## src/rtl/ccs_pkg.sv

```systemverilog
package ccs_pkg;
  typedef enum logic [1:0] {PW_AWAKE, PW_ASLEEP, PW_RECOVER} pwr_state_e;
  typedef enum logic [1:0] {SRC_NONE, SRC_INT, SRC_EXT} src_e;

  localparam logic ADDR_CLKSEL = 1'b0;
  localparam logic ADDR_CAUSE  = 1'b1;

  localparam int SEL_EXT_BIT = 0;
  localparam int EXT_EN_BIT  = 1;
  localparam int DIV_LSB     = 2;
  localparam int CAUSE_POR   = 0;
  localparam int CAUSE_WDR   = 1;
endpackage

```

## src/rtl/ccs_rst_sync.sv

```systemverilog
module ccs_rst_sync #(
  parameter int STAGES = 2
) (
  input  logic clk_i,
  input  logic req_i,
  output logic rst_o,
  output logic irq_dis_o
);
  logic [STAGES-1:0] sh_q;
  logic              tail_q;

  // Assert at once on the request, release through a shift chain.
  always_ff @(posedge clk_i or posedge req_i) begin
    if (req_i) begin
      sh_q   <= '1;
      tail_q <= 1'b1;
    end else begin
      sh_q   <= {sh_q[STAGES-2:0], 1'b0};
      tail_q <= sh_q[STAGES-1];
    end
  end

  assign rst_o     = sh_q[STAGES-1];
  assign irq_dis_o = sh_q[STAGES-1] | tail_q;

  // no clock edge sees a live request without reset out
  p_rst_follows_req_r1: assert property (@(posedge clk_i) req_i |-> rst_o)
    else $error("p_rst_follows_req_r1");
endmodule

```

## src/rtl/ccs_sleep_fsm.sv

```systemverilog
module ccs_sleep_fsm
  import ccs_pkg::*;
#(
  parameter int TICKS = 3,
  parameter int SYNC  = 2
) (
  input  logic       clk_i,
  input  logic       rst_i,
  input  logic       lp_clk_i,
  input  logic       sleep_req_i,
  input  logic       wake_i,
  output pwr_state_e state_o,
  output logic       enter_o
);
  localparam int CNT_W = $clog2(TICKS + 1);

  logic [SYNC:0]    lp_s_q;
  logic             lp_rise;
  pwr_state_e       st_q;
  logic [CNT_W-1:0] cnt_q;

  always_ff @(posedge clk_i or posedge rst_i) begin
    if (rst_i) lp_s_q <= '0;
    else       lp_s_q <= {lp_s_q[SYNC-1:0], lp_clk_i};
  end
  assign lp_rise = lp_s_q[SYNC-1] & ~lp_s_q[SYNC];

  always_ff @(posedge clk_i or posedge rst_i) begin
    if (rst_i) begin
      st_q  <= PW_AWAKE;
      cnt_q <= '0;
    end else begin
      unique case (st_q)
        PW_AWAKE:  if (sleep_req_i) st_q <= PW_ASLEEP;
        PW_ASLEEP: if (wake_i) begin
          st_q  <= PW_RECOVER;
          cnt_q <= '0;
        end
        PW_RECOVER: if (lp_rise) begin
          if (cnt_q == CNT_W'(TICKS - 1)) begin
            st_q  <= PW_AWAKE;
            cnt_q <= '0;
          end else begin
            cnt_q <= cnt_q + 1'b1;
          end
        end
        default: st_q <= PW_AWAKE;
      endcase
    end
  end

  assign state_o = st_q;
  assign enter_o = (st_q == PW_AWAKE) && sleep_req_i;

  // without a low-power edge the count holds, whatever wake does
  p_count_holds_r9: assert property (@(posedge clk_i) disable iff (rst_i)
    (st_q == PW_RECOVER && !lp_rise) |=> (st_q == PW_RECOVER && cnt_q == $past(cnt_q)))
    else $error("p_count_holds_r9");
endmodule

```

## src/rtl/ccs_clk_switch.sv

```systemverilog
module ccs_clk_switch
  import ccs_pkg::*;
#(
  parameter int GAP = 2
) (
  input  logic clk_i,
  input  logic rst_i,
  input  logic run_i,
  input  logic want_ext_i,
  output logic int_gate_o,
  output logic ext_gate_o
);
  localparam int GAP_W = $clog2(GAP + 1);

  src_e             cur_q, target;
  logic [GAP_W-1:0] gap_q;

  always_comb begin
    if (!run_i)          target = SRC_NONE;
    else if (want_ext_i) target = SRC_EXT;
    else                 target = SRC_INT;
  end

  // Break first, then hold both off for GAP cycles, then make.
  always_ff @(posedge clk_i or posedge rst_i) begin
    if (rst_i) begin
      cur_q <= SRC_INT;
      gap_q <= '0;
    end else if (cur_q != target) begin
      if (cur_q != SRC_NONE) begin
        cur_q <= SRC_NONE;
        gap_q <= '0;
      end else if (gap_q == GAP_W'(GAP - 1)) begin
        cur_q <= target;
        gap_q <= '0;
      end else begin
        gap_q <= gap_q + 1'b1;
      end
    end
  end

  assign int_gate_o = (cur_q == SRC_INT);
  assign ext_gate_o = (cur_q == SRC_EXT);

  // the gates never overlap
  p_gate_onehot_r6: assert property (@(posedge clk_i) disable iff (rst_i)
    $onehot0({int_gate_o, ext_gate_o}))
    else $error("p_gate_onehot_r6");
  // a gate rises only when the other was already low
  p_ext_make_after_break_r6: assert property (@(posedge clk_i) disable iff (rst_i)
    $rose(ext_gate_o) |-> $past(!int_gate_o))
    else $error("p_ext_make_after_break_r6");
  p_int_make_after_break_r6: assert property (@(posedge clk_i) disable iff (rst_i)
    $rose(int_gate_o) |-> $past(!ext_gate_o))
    else $error("p_int_make_after_break_r6");
endmodule

```

## src/rtl/cpu_clk_sleep_ctrl.sv

```systemverilog
module cpu_clk_sleep_ctrl
  import ccs_pkg::*;
#(
  parameter int          DIV_W      = 3,
  parameter int          DIV_POR    = 3,
  parameter int          WAKE_TICKS = 3,
  parameter int          SW_GAP     = 2,
  parameter int          RST_STAGES = 2,
  parameter int          LP_SYNC    = 2,
  parameter int          VEC_W      = 16,
  parameter logic [15:0] RESET_VEC  = 16'h0000
) (
  input  logic             clk_i,
  input  logic             por_req_i,
  input  logic             wdr_req_i,
  input  logic             lp_clk_i,
  input  logic             ext_stable_i,
  input  logic             sleep_req_i,
  input  logic             wake_i,
  input  logic             reg_wr_i,
  input  logic             reg_addr_i,
  input  logic [7:0]       reg_wdata_i,
  output logic [7:0]       reg_rdata_o,
  output logic             cpu_clk_en_o,
  output logic             int_osc_run_o,
  output logic             ext_osc_en_o,
  output logic             int_gate_o,
  output logic             ext_gate_o,
  output logic [DIV_W-1:0] div_sel_o,
  output logic             sys_rst_o,
  output logic             irq_dis_o,
  output logic [VEC_W-1:0] fetch_addr_o
);
  localparam int USED_W = DIV_LSB + DIV_W;

  logic             rst;
  pwr_state_e       pstate;
  logic             sleep_enter;
  logic             sel_ext_q, ext_en_q;
  logic [DIV_W-1:0] div_q;
  logic             por_flag_q, wdr_flag_q;
  logic             wr_sel, wr_cause;
  logic             awake;

  ccs_rst_sync #(.STAGES(RST_STAGES)) u_rst (
    .clk_i     (clk_i),
    .req_i     (por_req_i | wdr_req_i),
    .rst_o     (rst),
    .irq_dis_o (irq_dis_o)
  );

  ccs_sleep_fsm #(.TICKS(WAKE_TICKS), .SYNC(LP_SYNC)) u_pwr (
    .clk_i       (clk_i),
    .rst_i       (rst),
    .lp_clk_i    (lp_clk_i),
    .sleep_req_i (sleep_req_i),
    .wake_i      (wake_i),
    .state_o     (pstate),
    .enter_o     (sleep_enter)
  );

  ccs_clk_switch #(.GAP(SW_GAP)) u_sw (
    .clk_i      (clk_i),
    .rst_i      (rst),
    .run_i      (pstate != PW_ASLEEP),
    .want_ext_i (sel_ext_q),
    .int_gate_o (int_gate_o),
    .ext_gate_o (ext_gate_o)
  );

  assign awake    = (pstate == PW_AWAKE);
  assign wr_sel   = reg_wr_i && (reg_addr_i == ADDR_CLKSEL);
  assign wr_cause = reg_wr_i && (reg_addr_i == ADDR_CAUSE);

  // Clock-select register; the external pick is guarded.
  always_ff @(posedge clk_i or posedge rst) begin
    if (rst) begin
      sel_ext_q <= 1'b0;
      ext_en_q  <= 1'b0;
      div_q     <= DIV_W'(DIV_POR);
    end else begin
      if (wr_sel) begin
        ext_en_q  <= reg_wdata_i[EXT_EN_BIT];
        div_q     <= reg_wdata_i[DIV_LSB +: DIV_W];
        sel_ext_q <= reg_wdata_i[SEL_EXT_BIT] & reg_wdata_i[EXT_EN_BIT]
                     & ext_en_q & ext_stable_i & awake;
      end
      if (sleep_enter) sel_ext_q <= 1'b0;
    end
  end

  // Cause flags live outside the system reset; only power-on clears them.
  always_ff @(posedge clk_i or posedge por_req_i) begin
    if (por_req_i) begin
      por_flag_q <= 1'b1;
      wdr_flag_q <= 1'b0;
    end else if (wdr_req_i) begin
      wdr_flag_q <= 1'b1;
    end else if (wr_cause) begin
      if (reg_wdata_i[CAUSE_POR]) por_flag_q <= 1'b0;
      if (reg_wdata_i[CAUSE_WDR]) wdr_flag_q <= 1'b0;
    end
  end

  always_comb begin
    reg_rdata_o = '0;
    if (reg_addr_i == ADDR_CLKSEL) begin
      reg_rdata_o[SEL_EXT_BIT]         = sel_ext_q;
      reg_rdata_o[EXT_EN_BIT]          = ext_en_q;
      reg_rdata_o[DIV_LSB +: DIV_W]    = div_q;
    end else begin
      reg_rdata_o[CAUSE_POR] = por_flag_q;
      reg_rdata_o[CAUSE_WDR] = wdr_flag_q;
    end
  end

  wire unused_wdata = ^reg_wdata_i[7:USED_W];

  assign cpu_clk_en_o  = awake && (int_gate_o || ext_gate_o);
  assign int_osc_run_o = (pstate != PW_ASLEEP);
  assign ext_osc_en_o  = ext_en_q;
  assign div_sel_o     = div_q;
  assign sys_rst_o     = rst;
  assign fetch_addr_o  = RESET_VEC[VEC_W-1:0];

  // the external pick only lands with the enable set and a stable source
  p_ext_pick_guarded_r5: assert property (@(posedge clk_i) disable iff (rst)
    $rose(sel_ext_q) |-> $past(ext_en_q && ext_stable_i && awake))
    else $error("p_ext_pick_guarded_r5");
  // a sleep request while awake darkens the CPU and drops the pick
  p_sleep_darkens_r7: assert property (@(posedge clk_i) disable iff (rst)
    (awake && sleep_req_i) |=> (!cpu_clk_en_o && !int_osc_run_o && !sel_ext_q))
    else $error("p_sleep_darkens_r7");
  // a watchdog request never wipes the power-on flag
  p_wdr_keeps_por_r3: assert property (@(posedge clk_i) disable iff (por_req_i)
    (wdr_req_i && por_flag_q) |=> por_flag_q)
    else $error("p_wdr_keeps_por_r3");
endmodule

```

## config.mk

```make
export PLATFORM = sky130hd
export DESIGN_NAME = cpu_clk_sleep_ctrl
export DESIGN_NICKNAME = d
export VERILOG_FILES = /design/src/rtl/ccs_pkg.sv /design/src/rtl/ccs_rst_sync.sv /design/src/rtl/ccs_sleep_fsm.sv /design/src/rtl/ccs_clk_switch.sv /design/src/rtl/cpu_clk_sleep_ctrl.sv
export SDC_FILE = /design/constraint.sdc
export NUM_CORES = 1
export LEC_CHECK = 0
export BUFFER_PORTS_ARGS = -buffer_cell sky130_fd_sc_hd__buf_2
export CAP_MARGIN = 0
export CORE_MARGIN = 3
export CORE_UTILIZATION = 46
export DETAILED_ROUTE_END_ITERATION = 8
export GPL_TIMING_DRIVEN = 0
export PLACE_DENSITY = 0.75
export REMOVE_ABC_BUFFERS = 1
export SLEW_MARGIN = 25
export SYNTH_ARGS = -nofsm -noshare
export SYNTH_HDL_FRONTEND = slang
export SYNTH_SLANG_ARGS = --single-unit
```

## constraint.sdc

```tcl
create_clock -name clk_i -period 1.5 [get_ports clk_i]
set_input_delay 0.375 -clock clk_i [delete_from_list [all_inputs] [get_ports clk_i]]
set_output_delay 0.375 -clock clk_i [all_outputs]
set_load 0.05 [all_outputs]
```

==> results by group <==
Synth
  – Dominant synthesized flop cell: dfrtp_1
  – Post-synth top area share: 30.50%
  – Async set-reset flop share out of synthesis: 100.0%
  – Adder-cell share of the synthesized area: 3.268%
  – Largest family of logic cells by synthesized area: buffers and inverters
  – Sequential area share after synthesis: 46.51%
  – Post-synth EDFFs: 0
  – Netlist cell types: 40
  – Largest area contributor in the netlist: dfrtp_1
  – Synth Area in XOR/XNOR: 0%
  – Simple-Gate Fraction of Synth Area: 15.14%
  – Post-Synthesis Cells: 107
  – Yosys warning total: 0
  – Mux share of post-synthesis cell area: 6.754%
  – Synth top area cells: dfrtp_1 31%, dfstp_2 16%, buf_4 12%
  – Mean Syn Cell Area: 10.73 sq um
  – Post-synthesis instance area: 1149 sq um
  – Synth Area in Compound Gates: 12.53%
  – #FFs+latches synth: 21

Floorplanning
  – Full die area: 3133 sq um
  – Ports: 51
  – Initial core utilization: 50.00%
  – Std-Cell Rows: 17
  – Core area: 2297 sq um
  – Die width: 55.97 um
  – Die Y: 55.97 um

Finish
  – Layout area overhead: 41.50%
  – # diodes: 0
  – Final Non-Filler Cells: 183
  – Most frequent cells in the layout: 20 x conb_1, 16 x buf_4, 14 x buf_2, 12 x dfrtp_1
  – Layout cells sized above 1: 55.48%
  – Final Instance Area: 1625 sq um
  – Footprint of the multi-input gates: 611.8 sq um
  – Final-layout fill cell count: 171
  – # nets final: 176
  – Most common cell after layout, fill and taps aside: conb_1
  – Register area: 536.8 sq um

Route
  – Antenna Violating Nets Remaining: 0
  – Wire length per cell: 13.09 um
  – Vias after detailed routing: 892
  – DRC: 0
  – Detailed-router iteration count before antenna repair: 4
  – Initial DRC Count: 22
  – Total wire length: 2395 um
  – Vias/cell: 4.874

Status
  – Outcome: finished with violations
  – Failing checks: setup timing

Worst hold path
  – Hold Path Class: input port to flop

Worst setup path
  – CP arrival: 1.43 ns
  – Crit Path Class: flop to primary output
  – Critical path launch point type: flop
  – Element type at the critical path end: primary output
  – Worst path required time: 1.12 ns
  – CP Max Fanout: 2

STA
  – Fin Setup TNS: -1.041 ns
  – Max Fclk: 554.4 MHz
  – Max-slew headroom: 59.81%
  – Clock Skew: 0.004751 ns
  – Fin crit period: 1.804 ns
  – Endpoints failing setup: 10
  – Hold Fails Final Rpt: 0
  – Slew @ Worst Pin: 0.6022 ns
  – RSZ-0062 raised after global routing: true
  – Final worst slack: -0.3039 ns
  – Final slew viol count: 0
  – Tcrit/Tclk final: 120.3%

CTS
  – CTS Root Cell: clkbuf_4
  – Num CTS Buffers: 3
  – H-tree depth: 1
  – Clock sinks: 21
  – Clk_lat worst skew: 0.30 ns
  – Longest Clk Path Bufs: 2
  – CTS tree: yes
  – Clk pin slew, worst setup/hold paths: 0.11 ns

GRT
  – Antenna violations before repair: 0
  – Largest net degree at the start of global routing: 17
  – GRT Util Overall: 15.21%
  – Global-route wire length before repair: 3829 um
  – Global route overflow: 0
  – Vias in the first global route: 892

Pwr
  – VDD IR max: 1046 uV
  – Pwr Density: 1662 nW/um^2
  – Leakage: 0.7527 nW

Placed design
  – Placer's final routability congestion estimate: 0.7742
  – Area after DPL: 1244 sq um
  – Detailed placement HPWL: 1532 um
  – PortBufs: 28
  – Placed instance count: 161

Run
  – Max-cap viol count: 0
sequential cells by signal, summed over array words and instances (netlist names), 2 cells and up:
signal / count
u_pwr.cnt_q: 2
div_sel_o: 3
u_pwr.lp_s_q: 3
u_sw.cur_q: 2
u_rst.sh_q: 2
u_sw.gap_q: 2
u_pwr.state_o: 2
timing repair:
action                                  4_1_cts  5_1_grt
endpoints found under the setup margin       13       13
setup buffers                                12        5
pin swaps                                     0        0
hold buffers                                  1        0
endpoints found under the hold margin         1        0
resized for setup                            42       18
cell usage after synthesis, types with 2 or more instances:
master    instances
a31oi_1           2
and2_1            2
buf_4            19
dfrtp_1          14
dfstp_2           7
ha_1              3
inv_1             6
mux2_2            6
nand2_1           4
nand2b_1          2
nand3_1           2
nand4b_1          2
nor2_1            4
nor2b_1           4
o21ai_0           5
cell families after synthesis:
family,after synthesis
flip-flops,21
AND/OR/NAND/NOR,28
AO/OA/AOI/OAI,19
adder cells (fa/ha/maj),3
buffers and inverters,28
multiplexers,7
other,1
through the flow:
stage | power, mW | hold WS, ns | utilization [%] | setup WS, ns
5_1_grt | 2.831 | 0.1606 | 70.75 | -0.3492
4_1_cts | 2.464 | 0.1612 | 65.85 | -0.3013
6_report | 2.701 | 0.1747 | 70.75 | -0.3039
2_1_floorplan | 1.597 | 0.1155 | - | -0.4559
3_5_place_dp | 1.780 | 0.2454 | 54.14 | -0.2307
3_3_place_gp | 1.749 | 0.2396 | 54.14 | -0.2047
final timing paths:
path,from,endpoint,slack (ns),depth (start not counted)
setup / recovery,u_sw.cur_q[0],cpu_clk_en_o,-0.30,4
hold / removal,lp_clk_i,u_pwr.lp_s_q[0],0.17,1
setup reg to reg,u_sw.cur_q[0],u_sw.gap_q[0],-0.10,7
hold reg to reg,u_rst.sh_q[0],u_rst.sh_q[1],0.37,0
max in group asynchronous,u_rst.sh_q[1],u_sw.cur_q[1],0.61,2
min in group asynchronous,wdr_req_i,u_rst.tail_q,0.25,2
layer usage:
| metal | global-route usage, % | vias up | share of wire [%] |
|---|---|---|---|
| li1 | - | 430 | - |
| met1 | 18.17 | 419 | 41 |
| met2 | 27.21 | 37 | 52 |
| met3 | 1.856 | 6 | 5.8 |
| met4 | 6.441 | 0 | 1.6 |
| met5 | 0 | - | 0 |
where the power goes:
part	leakage [nW]	internal (mW)	switching, mW
Clock	0.0177	0.0994	0.169
Sequential	0.244	0.686	0.0831
Combinational	0.491	0.777	0.887
Total	0.753	1.56	1.14
area by class of cell:
| class | count | area share, % |
|---|---|---|
| Timing Repair Buffer | 46 | 23.86 |
| Clock inverter | 1 | 0.3079 |
| Multi-Input combinational cell | 77 | 37.64 |
| Clock buffer | 3 | 1.386 |
| Tap cell | 28 | 2.156 |
| Sequential cell | 21 | 33.03 |
| Inverter | 7 | 1.617 |
critical path, stage by stage, from the launching register on:
cell and delay (ns):
dfstp_2 0.56, inv_2 0.06, ha_4 0.25, and2_4 0.13, buf_8 0.13
Note: power is estimated with default switching activity, not from simulation.
